<file path="config.mk">
export PLATFORM = sky130hd
export DESIGN_NAME = sertx_core
export DESIGN_NICKNAME = d
export VERILOG_FILES = /design/src/rtl/sertx_pkg.sv /design/src/rtl/sertx_cfg_reg.sv /design/src/rtl/sertx_frame_build.sv /design/src/rtl/sertx_shifter.sv /design/src/rtl/sertx_core.sv
export SDC_FILE = /design/constraint.sdc
export NUM_CORES = 1
export LEC_CHECK = 0
export ABC_AREA = 1
export BUFFER_PORTS_ARGS = -buffer_cell sky130_fd_sc_hd__buf_2
export CORE_MARGIN = 8
export CORE_UTILIZATION = 55
export DETAILED_ROUTE_END_ITERATION = 8
export HOLD_SLACK_MARGIN = 0.08
export PLACE_DENSITY = 0.86
export SLEW_MARGIN = 30
export SYNTH_ARGS = -nofsm -noshare
export SYNTH_HDL_FRONTEND = slang
export SYNTH_SLANG_ARGS = --single-unit
</file>
<file path="constraint.sdc">
create_clock -name clk_i -period 4 [get_ports clk_i]
set_input_delay 0.8 -clock clk_i [delete_from_list [all_inputs] [get_ports clk_i]]
set_output_delay 0.8 -clock clk_i [all_outputs]
set_load 0.01 [all_outputs]
</file>
<file path="src/rtl/sertx_pkg.sv">
package sertx_pkg;
  typedef enum logic [1:0] {
    LEN_8  = 2'b00,
    LEN_7  = 2'b01,
    LEN_9  = 2'b10,
    LEN_8B = 2'b11
  } len_e;

  typedef struct packed {
    logic par_en;
    logic psel_hi;
    logic xbit;
    len_e len;
  } cfg_t;
endpackage

</file>
<file path="src/rtl/sertx_cfg_reg.sv">
module sertx_cfg_reg
  import sertx_pkg::*;
(
  input  logic       clk_i,
  input  logic       rst_ni,
  input  logic       we_i,
  input  logic [7:0] wdata_i,
  input  logic       err_i,
  input  logic       rx_full_i,
  input  logic       tx_empty_i,
  output cfg_t       cfg_o,
  output logic [7:0] rdata_o
);
  cfg_t cfg_q;

  always_ff @(posedge clk_i or negedge rst_ni) begin
    if (!rst_ni)   cfg_q <= '0;
    else if (we_i) cfg_q <= cfg_t'(wdata_i[7:3]);
  end

  assign cfg_o   = cfg_q;
  assign rdata_o = {cfg_q, err_i, rx_full_i, tx_empty_i};
endmodule

</file>
<file path="src/rtl/sertx_frame_build.sv">
module sertx_frame_build
  import sertx_pkg::*;
#(
  parameter int DATA_W  = 8,
  parameter int FRAME_W = DATA_W + 3,
  parameter int NB_W    = $clog2(FRAME_W + 1)
) (
  input  cfg_t              cfg_i,
  input  logic [DATA_W-1:0] data_i,
  output logic [FRAME_W-1:0] frame_o,
  output logic [NB_W-1:0]   nbits_o
);
  int unsigned       nd;
  logic              nine, has_extra, extra, par;
  logic [DATA_W-1:0] dm;

  always_comb begin
    nine = (cfg_i.len == LEN_9);
    nd   = (cfg_i.len == LEN_7) ? DATA_W - 1 : DATA_W;
    dm   = data_i;
    if (cfg_i.len == LEN_7) dm[DATA_W-1] = 1'b0;
    unique case ({cfg_i.psel_hi, cfg_i.xbit})
      2'b00:   par = ~^dm;
      2'b01:   par = ^dm;
      2'b10:   par = 1'b1;
      default: par = 1'b0;
    endcase
    has_extra = nine | cfg_i.par_en;
    extra     = nine ? cfg_i.xbit : par;
    frame_o    = '1;
    frame_o[0] = 1'b0;
    for (int i = 0; i < DATA_W; i++)
      if (i < nd) frame_o[i+1] = dm[i];
    if (has_extra) frame_o[nd+1] = extra;
    nbits_o = NB_W'(nd + 2 + (has_extra ? 1 : 0));
  end
endmodule

</file>
<file path="src/rtl/sertx_shifter.sv">
module sertx_shifter #(
  parameter int DATA_W  = 8,
  parameter int TICKS   = 16,
  parameter int FRAME_W = DATA_W + 3,
  parameter int NB_W    = $clog2(FRAME_W + 1),
  localparam int CNT_W  = $clog2(TICKS)
) (
  input  logic               clk_i,
  input  logic               rst_ni,
  input  logic               tx_we_i,
  input  logic [DATA_W-1:0]  tx_wdata_i,
  input  logic               tick_i,
  input  logic [FRAME_W-1:0] frame_i,
  input  logic [NB_W-1:0]    nbits_i,
  output logic [DATA_W-1:0]  hold_o,
  output logic               hold_valid_o,
  output logic               busy_o,
  output logic               txd_o
);
  logic [DATA_W-1:0]  hold_q;
  logic               hold_valid_q, busy_q, load;
  logic [FRAME_W-1:0] shift_q;
  logic [CNT_W-1:0]   cnt_q;
  logic [NB_W-1:0]    left_q;

  assign load = hold_valid_q & ~busy_q;

  always_ff @(posedge clk_i or negedge rst_ni) begin
    if (!rst_ni) begin
      hold_q       <= '0;
      hold_valid_q <= 1'b0;
      busy_q       <= 1'b0;
      shift_q      <= '1;
      cnt_q        <= '0;
      left_q       <= '0;
    end else begin
      if (load) begin
        shift_q <= frame_i;
        left_q  <= nbits_i;
        busy_q  <= 1'b1;
        cnt_q   <= '0;
      end else if (busy_q && tick_i) begin
        if (cnt_q == CNT_W'(TICKS - 1)) begin
          cnt_q   <= '0;
          shift_q <= {1'b1, shift_q[FRAME_W-1:1]};
          left_q  <= left_q - 1'b1;
          if (left_q == NB_W'(1)) busy_q <= 1'b0;
        end else begin
          cnt_q <= cnt_q + 1'b1;
        end
      end
      if (tx_we_i) begin
        hold_q       <= tx_wdata_i;
        hold_valid_q <= 1'b1;
      end else if (load) begin
        hold_valid_q <= 1'b0;
      end
    end
  end

  assign hold_o       = hold_q;
  assign hold_valid_o = hold_valid_q;
  assign busy_o       = busy_q;
  assign txd_o        = busy_q ? shift_q[0] : 1'b1;
endmodule

</file>
<file path="src/rtl/sertx_core.sv">
module sertx_core
  import sertx_pkg::*;
#(
  parameter int DATA_W = 8,
  parameter int TICKS  = 16,
  localparam int FRAME_W = DATA_W + 3,
  localparam int NB_W    = $clog2(FRAME_W + 1)
) (
  input  logic              clk_i,
  input  logic              rst_ni,
  input  logic              reg_we_i,
  input  logic [7:0]        reg_wdata_i,
  output logic [7:0]        reg_rdata_o,
  input  logic              tx_we_i,
  input  logic [DATA_W-1:0] tx_wdata_i,
  input  logic              baud_tick_i,
  input  logic              err_i,
  input  logic              rx_full_i,
  output logic              txd_o,
  output logic              tx_empty_o
);
  cfg_t               cfg;
  logic [DATA_W-1:0]  hold;
  logic               hold_valid, busy;
  logic [FRAME_W-1:0] frame;
  logic [NB_W-1:0]    nbits;

  assign tx_empty_o = ~hold_valid;

  sertx_cfg_reg u_reg (
    .clk_i, .rst_ni,
    .we_i(reg_we_i), .wdata_i(reg_wdata_i),
    .err_i, .rx_full_i, .tx_empty_i(tx_empty_o),
    .cfg_o(cfg), .rdata_o(reg_rdata_o)
  );

  sertx_frame_build #(.DATA_W(DATA_W), .FRAME_W(FRAME_W), .NB_W(NB_W)) u_build (
    .cfg_i(cfg), .data_i(hold), .frame_o(frame), .nbits_o(nbits)
  );

  sertx_shifter #(.DATA_W(DATA_W), .TICKS(TICKS), .FRAME_W(FRAME_W), .NB_W(NB_W)) u_shift (
    .clk_i, .rst_ni, .tx_we_i, .tx_wdata_i, .tick_i(baud_tick_i),
    .frame_i(frame), .nbits_i(nbits),
    .hold_o(hold), .hold_valid_o(hold_valid), .busy_o(busy), .txd_o
  );
endmodule

</file>
==> summary.txt, run 1 <==
Status
  – Status: completed

Synth
  – Synth cell count leaders: nand2_1 (71), dfrtp_1 (23), inv_1 (22), nor2_1 (17), o21ai_1 (12)
  – Net count after synthesis: roughly 250
  – Register area share after synthesis: 48.4%
  – Synth area leaders: dfrtp_1 (33%), nand2_1 (15%), dfstp_2 (15%)
  – Synth async-reset ratio: 100%
  – Most frequent cell after synthesis: nand2_1
  – Synth cell types: 28
  – Dominant cell type by area after synthesis: dfrtp_1
  – Synthesized area: 1730 um2
  – Post-synth top flop: dfrtp_1
  – Yosys reg bits: 33
  – Ys Warns: 0
  – Yosys top cell area share: between 30% and 40%
  – Mapped Cells: approximately 220
  – Post-Syn Area per Cell: ~8 um2
  – Post-synth EDFFs: 0

Finish
  – Ant diodes: 0
  – Filler cells: between 200 and 300
  – Share of cells above drive strength 1: 21.9%
  – Final net count: 269
  – Syn-to-layout area delta: 10.7%

Placement
  – Final GP Congestion: between 0.8 and 0.9
  – Post-DP HPWL: between 2000 and 2500 um
  – Port bufs: 25

Floorplan
  – I/O Pins: 33
  – Num rows: 20
  – Core area: around 3000 um2
  – Die W: approximately 72 um
  – Initial core utilization: 57.2%
  – Die Y: 72.1 um
  – Die ar.: about 5200 um2

Power and ir drop
  – Clock power share: between 10% and 20%
  – Switching pwr: 0.465 mW
  – Combinational fraction of design power: a little under two fifths
  – Static Leak: 1.00 nW
  – Sw Ratio: a little under two fifths
  – Power per cell area: around 630 nW/um2
  – Sequential share of power: a little under half
  – Maximum VDD drop: between 0.3 and 0.4 mV
  – Int Pwr: approximately 0.75 mW

GRT
  – Global-route wire length before repair: just over 5000 um
  – Initial antenna violation count: 0
  – GRT overflow: 0
  – Vias in the first global route: between 1k and 1.5k
  – All-layer global routing usage: approximately an eighth
  – Largest net degree at the start of global routing: 34

Setup path
  – Critical path launch point type: flop
  – Crit path DAT: approximately 2.1 ns
  – Buf+Inv Stages, Crit Path: 2
  – Crit path max fanout: 25
  – Worst EP required: approximately 4.2 ns
  – Crit-path cells: nor2_4 > nor2_1 > inv_2 > nand2_4 > inv_2 > nand4_1 > a21oi_1 > o21ai_1
  – WS Path Type: flop to flop
  – Critical path's top delay family: simple AND/OR/NAND/NOR gates
  – Most Frequent Cell on Critical Path: inv_2
  – Worst setup EP type: flop
  – Max incr delay on CP: 0.47 ns
  – Slowest-stage cell, CP: dfrtp_1

Route
  – Met2 routed WL: approximately 1300 um
  – Met1 WL: between 1500 and 2000 um
  – DRT iter0 DRCs: 53
  – DRC Markers: 0
  – Final WL: ~3000 um
  – Highest routing layer actually used: met4
  – Pre-Repair DR Iteration Count: 4
  – Routed WL per cell: approximately 11 um
  – DR vias/cell: approximately 4.8
  – DRT antenna net count: 0
  – Via count: roughly 1.4k
  – Met3 Routed Length: 134 um

STA
  – Fmax: ~520 MHz
  – Slew HR: 53.1%
  – Fin Clk Skew: approximately 0.01 ns
  – Max Slew Vio Count: 0
  – Fin Hold WS: approximately 0.47 ns
  – Setup TNS: 0 ns
  – RSZ-0062 raised after global routing: no
  – Final Cycle Share: between 40% and 50%
  – Slew @ Worst Pin: slightly above 0.7 ns
  – Post-layout min period: roughly 1.9 ns
  – Endpoints failing hold: 0
  – Final setup vio count: 0

Clock tree
  – Clk root buf: clkbuf_4
  – Hold Buf Count CTS: 0
  – Clock transition at path regs: roughly 0.090 ns
  – Clock insertion delay at the later pin of the skew report: between 0.3 and 0.4 ns
  – H-tree levels: 2
  – CTS tree: yes
  – Inserted Clock Buffers: 5
  – Clk buf depth: 2
  – Postcts setup bufs: 0
  – Sink Count: 33
  – PostCTS Resize Cnt: 0

Min path
  – Min-delay worst type: flop to flop

Job
  – Max Cap Viol: 0
[tightest hold or removal path, cell delays in order (launching register included)]
cell and delay [ns]:
dfstp_2 0.38, nand2_1 0.05, nand2_1 0.04
[worst paths after layout]
path | start | endpoint | slack, ns | cells after the start
worst max-delay path | u_shift.busy_o$_DFFE_PN0P_ | u_shift.left_q[3]$_DFFE_PN0P_ | 2.08 | 8
max in group asynchronous | rst_ni | u_shift.hold_o[6]$_DFFE_PN0P_ | 3.04 | 1
worst max register to register | u_shift.busy_o$_DFFE_PN0P_ | u_shift.left_q[3]$_DFFE_PN0P_ | 2.08 | 8
min in group asynchronous | rst_ni | u_shift.hold_o[3]$_DFFE_PN0P_ | 0.51 | 1
worst min register to register | u_shift.shift_q[8]$_DFFE_PN1P_ | u_shift.shift_q[8]$_DFFE_PN1P_ | 0.47 | 2
worst min-delay path | u_shift.shift_q[8]$_DFFE_PN1P_ | u_shift.shift_q[8]$_DFFE_PN1P_ | 0.47 | 2
[cells in the final DEF, fill, tap and decap left out, types with 2 or more instances in the layout]
cell type,n
clkbuf_1,2
a21oi_1,2
nand3_2,2
ha_1,5
buf_2,25
a31oi_1,9
inv_1,22
nand3_1,8
xor2_1,3
nor2_1,17
o21ai_1,12
dfrtp_1,23
nand2_1,71
inv_2,6
clkbuf_4,5
dfstp_2,10
nand2_4,2
o21ai_0,8
[metrics by stage]
step | power (mW) | utilization (%) | std cells | setup slack, ns | area (um2)
6_report | 1.22 | 63.3 | 286 | 2.08 | 1920
5_1_grt | 1.33 | 63.3 | 286 | 1.83 | 1920
4_1_cts | 1.23 | 63.3 | 286 | 2.07 | 1920
3_5_place_dp | 1.04 | 61.4 | 278 | 1.93 | 1860
3_3_place_gp | 1.02 | 61.4 | 278 | 1.95 | 1860
2_1_floorplan | 0.944 | - | 218 | 2.28 | 1730
[power by group through the flow]
stage	registers (mW)	clock network, mW	logic, mW
floorplan	0.552	0	0.392
global placement	0.564	0	0.455
detailed placement	0.567	0	0.470
CTS	0.562	0.198	0.470
global route	0.577	0.213	0.542
finish	0.561	0.192	0.464
[state kept, by name, summed over array words and instances (netlist names)]
register and cells:
u_shift.shift_q 10, u_shift.hold_o 8, u_reg.cfg_o 5, u_shift.cnt_q 4, u_shift.left_q 4, u_shift.busy_o 1, u_shift.hold_valid_o 1
[metal layers]
metal  track usage (%)  up-vias
met4              7.71        0
met5                 0        -
met2              18.0       30
li1                  -      729
met1              16.0      617
met3              3.86        5
[cell type report]
type	instances	area (um2)	share of cell area [%]
flip-flops and latches	33	838	43.7
multi-input cells	148	736	38.4
repair buffers	25	125	6.52
inverters	28	105	5.48
clock buffers	8	58.8	3.07
well taps	44	55.1	2.87
[logic make-up after synthesis]
logic type               Yosys count  share of synthesized area (%)
AO/OA/AOI/OAI                     34                           11.0
flip-flops                        33                           48.4
buffers and inverters             37                           9.17
adder cells (fa/ha/maj)            5                           3.61
XOR/XNOR                           4                           2.02
AND/OR/NAND/NOR                  105                           25.8
No activity file was read; power rests on OpenSTA's default activity.
==> run 2, diff against run 1 <==
- CORE_UTILIZATION: 55 -> 49
- PLACE_DENSITY: 0.86 -> 0.82
- clock period: 4 -> 1.7 ns (I/O delays scaled with it)
==> summary.txt, run 2 (same netlist as run 1, synthesis figures left out) <==
Floorplan
  – Initial core utilization: 51.5%
  – Num rows: 21
  – Die Y: 75.5 um
  – I/O Pins: 33
  – Core area: 3360 um2
  – Die W: 75.5 um
  – Die ar.: 5700 um2

Status
  – Status: completed

Route
  – Routed WL per cell: around 11 um
  – DRT iter0 DRCs: 45
  – DR vias/cell: ~4.9
  – Final WL: 3220 um
  – DRT antenna net count: 0
  – DRC Markers: 0
  – Pre-Repair DR Iteration Count: 4
  – Via count: roughly 1.4k

Min path
  – Min-delay worst type: primary input to flop
  – Hold Crit Depth: 3
  – Hold path endpoint: u_shift.hold_o[7]$_DFFE_PN0P_
  – Hold path startpoint: tx_wdata_i[7]

Clock tree
  – Inserted Clock Buffers: 5
  – Postcts setup bufs: 0
  – Sink Count: 33
  – H-tree levels: 2
  – CTS tree: yes
  – Clk root buf: clkbuf_4
  – Clock transition at path regs: 0.10 ns
  – Clk buf depth: 2
  – Clock insertion delay at the later pin of the skew report: ~0.33 ns

Finish
  – Syn-to-layout area delta: 14.6%
  – Ant diodes: 0
  – Top reg by flops: u_shift.shift_q
  – Most frequent cells in the layout: nand2_1 (71), buf_2 (25), dfrtp_1 (23)
  – Core Util, Final: between 50% and 60%
  – Most common cell after layout, fill and taps aside: nand2_1
  – Final net count: around 280
  – Share of cells above drive strength 1: around a quarter
  – Filler cells: 339
  – Max reg flops: 10

GRT
  – Largest net degree at the start of global routing: 34
  – All-layer global routing usage: between 10% and 20%
  – Vias in the first global route: 1434
  – GRT overflow: 0
  – Global-route wire length before repair: ~5800 um
  – Initial antenna violation count: 0

STA
  – Slew @ Worst Pin: a little over 0.4 ns
  – Final worst slack: about 0.13 ns
  – Final Cycle Share: approximately 92%
  – Final setup vio count: 0
  – Slew HR: 73.2%
  – Fmax: about 640 MHz
  – Max Slew Vio Count: 0
  – Endpoints failing hold: 0
  – Post-layout min period: between 1.5 and 2 ns
  – Fin Clk Skew: roughly 0.009 ns
  – RSZ-0062 raised after global routing: no
  – Setup TNS: 0 ns

Setup path
  – Max incr delay on CP: between 0.3 and 0.4 ns
  – Crit-path cells: ha_1 > inv_1 > nor3_2 > or2_1 > nand2_4 > inv_2 > buf_4 > nor2_1 > a31oi_1
  – Reg-to-reg setup timing slack: 0.13 ns
  – Worst setup EP type: flop
  – Crit path max fanout: 8
  – RR Endpoint: u_shift.left_q[2]$_DFFE_PN0P_
  – Worst EP required: just under 2 ns
  – Slowest-stage cell, CP: dfrtp_1
  – Reg2Reg Depth: 9
  – Critical path launch point type: flop
  – Reg2reg start: u_shift.cnt_q[0]$_DFFE_PN0P_
  – WS Path Type: flop to flop
  – Crit path DAT: about 1.8 ns

Power and ir drop
  – Static Leak: ~1.0 nW
  – Final Power: 2.97 mW
  – Maximum VDD drop: approximately 0.76 mV
  – Power per cell area: 1490 nW/um2
  – Clock power share: 15.2%
  – Sequential share of power: 44.5%
  – Switching pwr: 1.12 mW
  – Int Pwr: between 1.5 and 2 mW
  – Combinational fraction of design power: slightly above 40%
  – Sw Ratio: 37.8%

Placement
  – Port bufs: 25
  – Placement Setup Slack: 0.117 ns
  – Post-DP HPWL: approximately 2400 um
  – Final GP Congestion: approximately 0.75

Job
  – Max Cap Viol: 0
[run 2: cell type report]
type / instances / area, um2 / area share (%)
clock buffers: 8 / 58.8 / 2.96
inverters: 28 / 105 / 5.29
multi-input cells: 148 / 741 / 37.3
flip-flops and latches: 33 / 838 / 42.2
well taps: 46 / 57.6 / 2.90
repair buffers: 31 / 185 / 9.33
[run 2: metal layers]
metal | GRT usage, % | wire length (um)
met3 | 4.47 | 221
met5 | 0 | 0
met2 | 21.0 | 1440
met4 | 5.54 | 34
met1 | 16.0 | 1520
[run 2: worst max-delay path: cells and delay by family, from the launching register on]
family | cells | cell delay [ns]
DFF | 1 | 0.39
buffers and inverters | 3 | 0.30
and+or+nand+nor | 4 | 0.47
AOI/OAI and AO/OA | 1 | 0.14
adders and majority gates | 1 | 0.18
[run 2: worst max path at each step]
stage / from / to / slack [ns] / cells after the start
final: u_shift.cnt_q[0]$_DFFE_PN0P_ / u_shift.left_q[2]$_DFFE_PN0P_ / 0.13 / 9
after global routing: u_shift.cnt_q[0]$_DFFE_PN0P_ / u_shift.shift_q[7]$_DFFE_PN1P_ / 0.02 / 9
after CTS: u_shift.cnt_q[0]$_DFFE_PN0P_ / u_shift.left_q[2]$_DFFE_PN0P_ / 0.09 / 9
after detailed placement: u_shift.cnt_q[0]$_DFFE_PN0P_ / u_shift.left_q[2]$_DFFE_PN0P_ / 0.12 / 9
after global placement: u_shift.cnt_q[0]$_DFFE_PN0P_ / u_shift.left_q[3]$_DFFE_PN0P_ / 0.15 / 9
after floorplan: u_shift.cnt_q[0]$_DFFE_PN0P_ / u_shift.left_q[3]$_DFFE_PN0P_ / 0.22 / 9
[run 2: per-stage QoR]
stage	std cells	cell area, um2	hold WS [ns]
detailed placement	285	1910	0.386
global placement	285	1910	0.387
global route	294	1990	0.209
CTS	294	1980	0.193
finish	294	1990	0.204
floorplan	218	1730	0.0444
[run 2: timing repair]
| action | CTS | global route |
|---|---|---|
| hold buffers | 1 | 0 |
| resized for setup | 0 | 1 |
| setup endpoints to repair | 0 | 1 |
| hold endpoints to repair | 23 | 0 |
[run 2: power by group through the flow]
stage | registers, mW | logic [mW] | clock network, mW
final | 1.32 | 1.19 | 0.450
after floorplan | 1.30 | 0.923 | 0
after detailed placement | 1.33 | 1.20 | 0
after CTS | 1.32 | 1.20 | 0.468
after global routing | 1.36 | 1.38 | 0.497
after global placement | 1.33 | 1.16 | 0
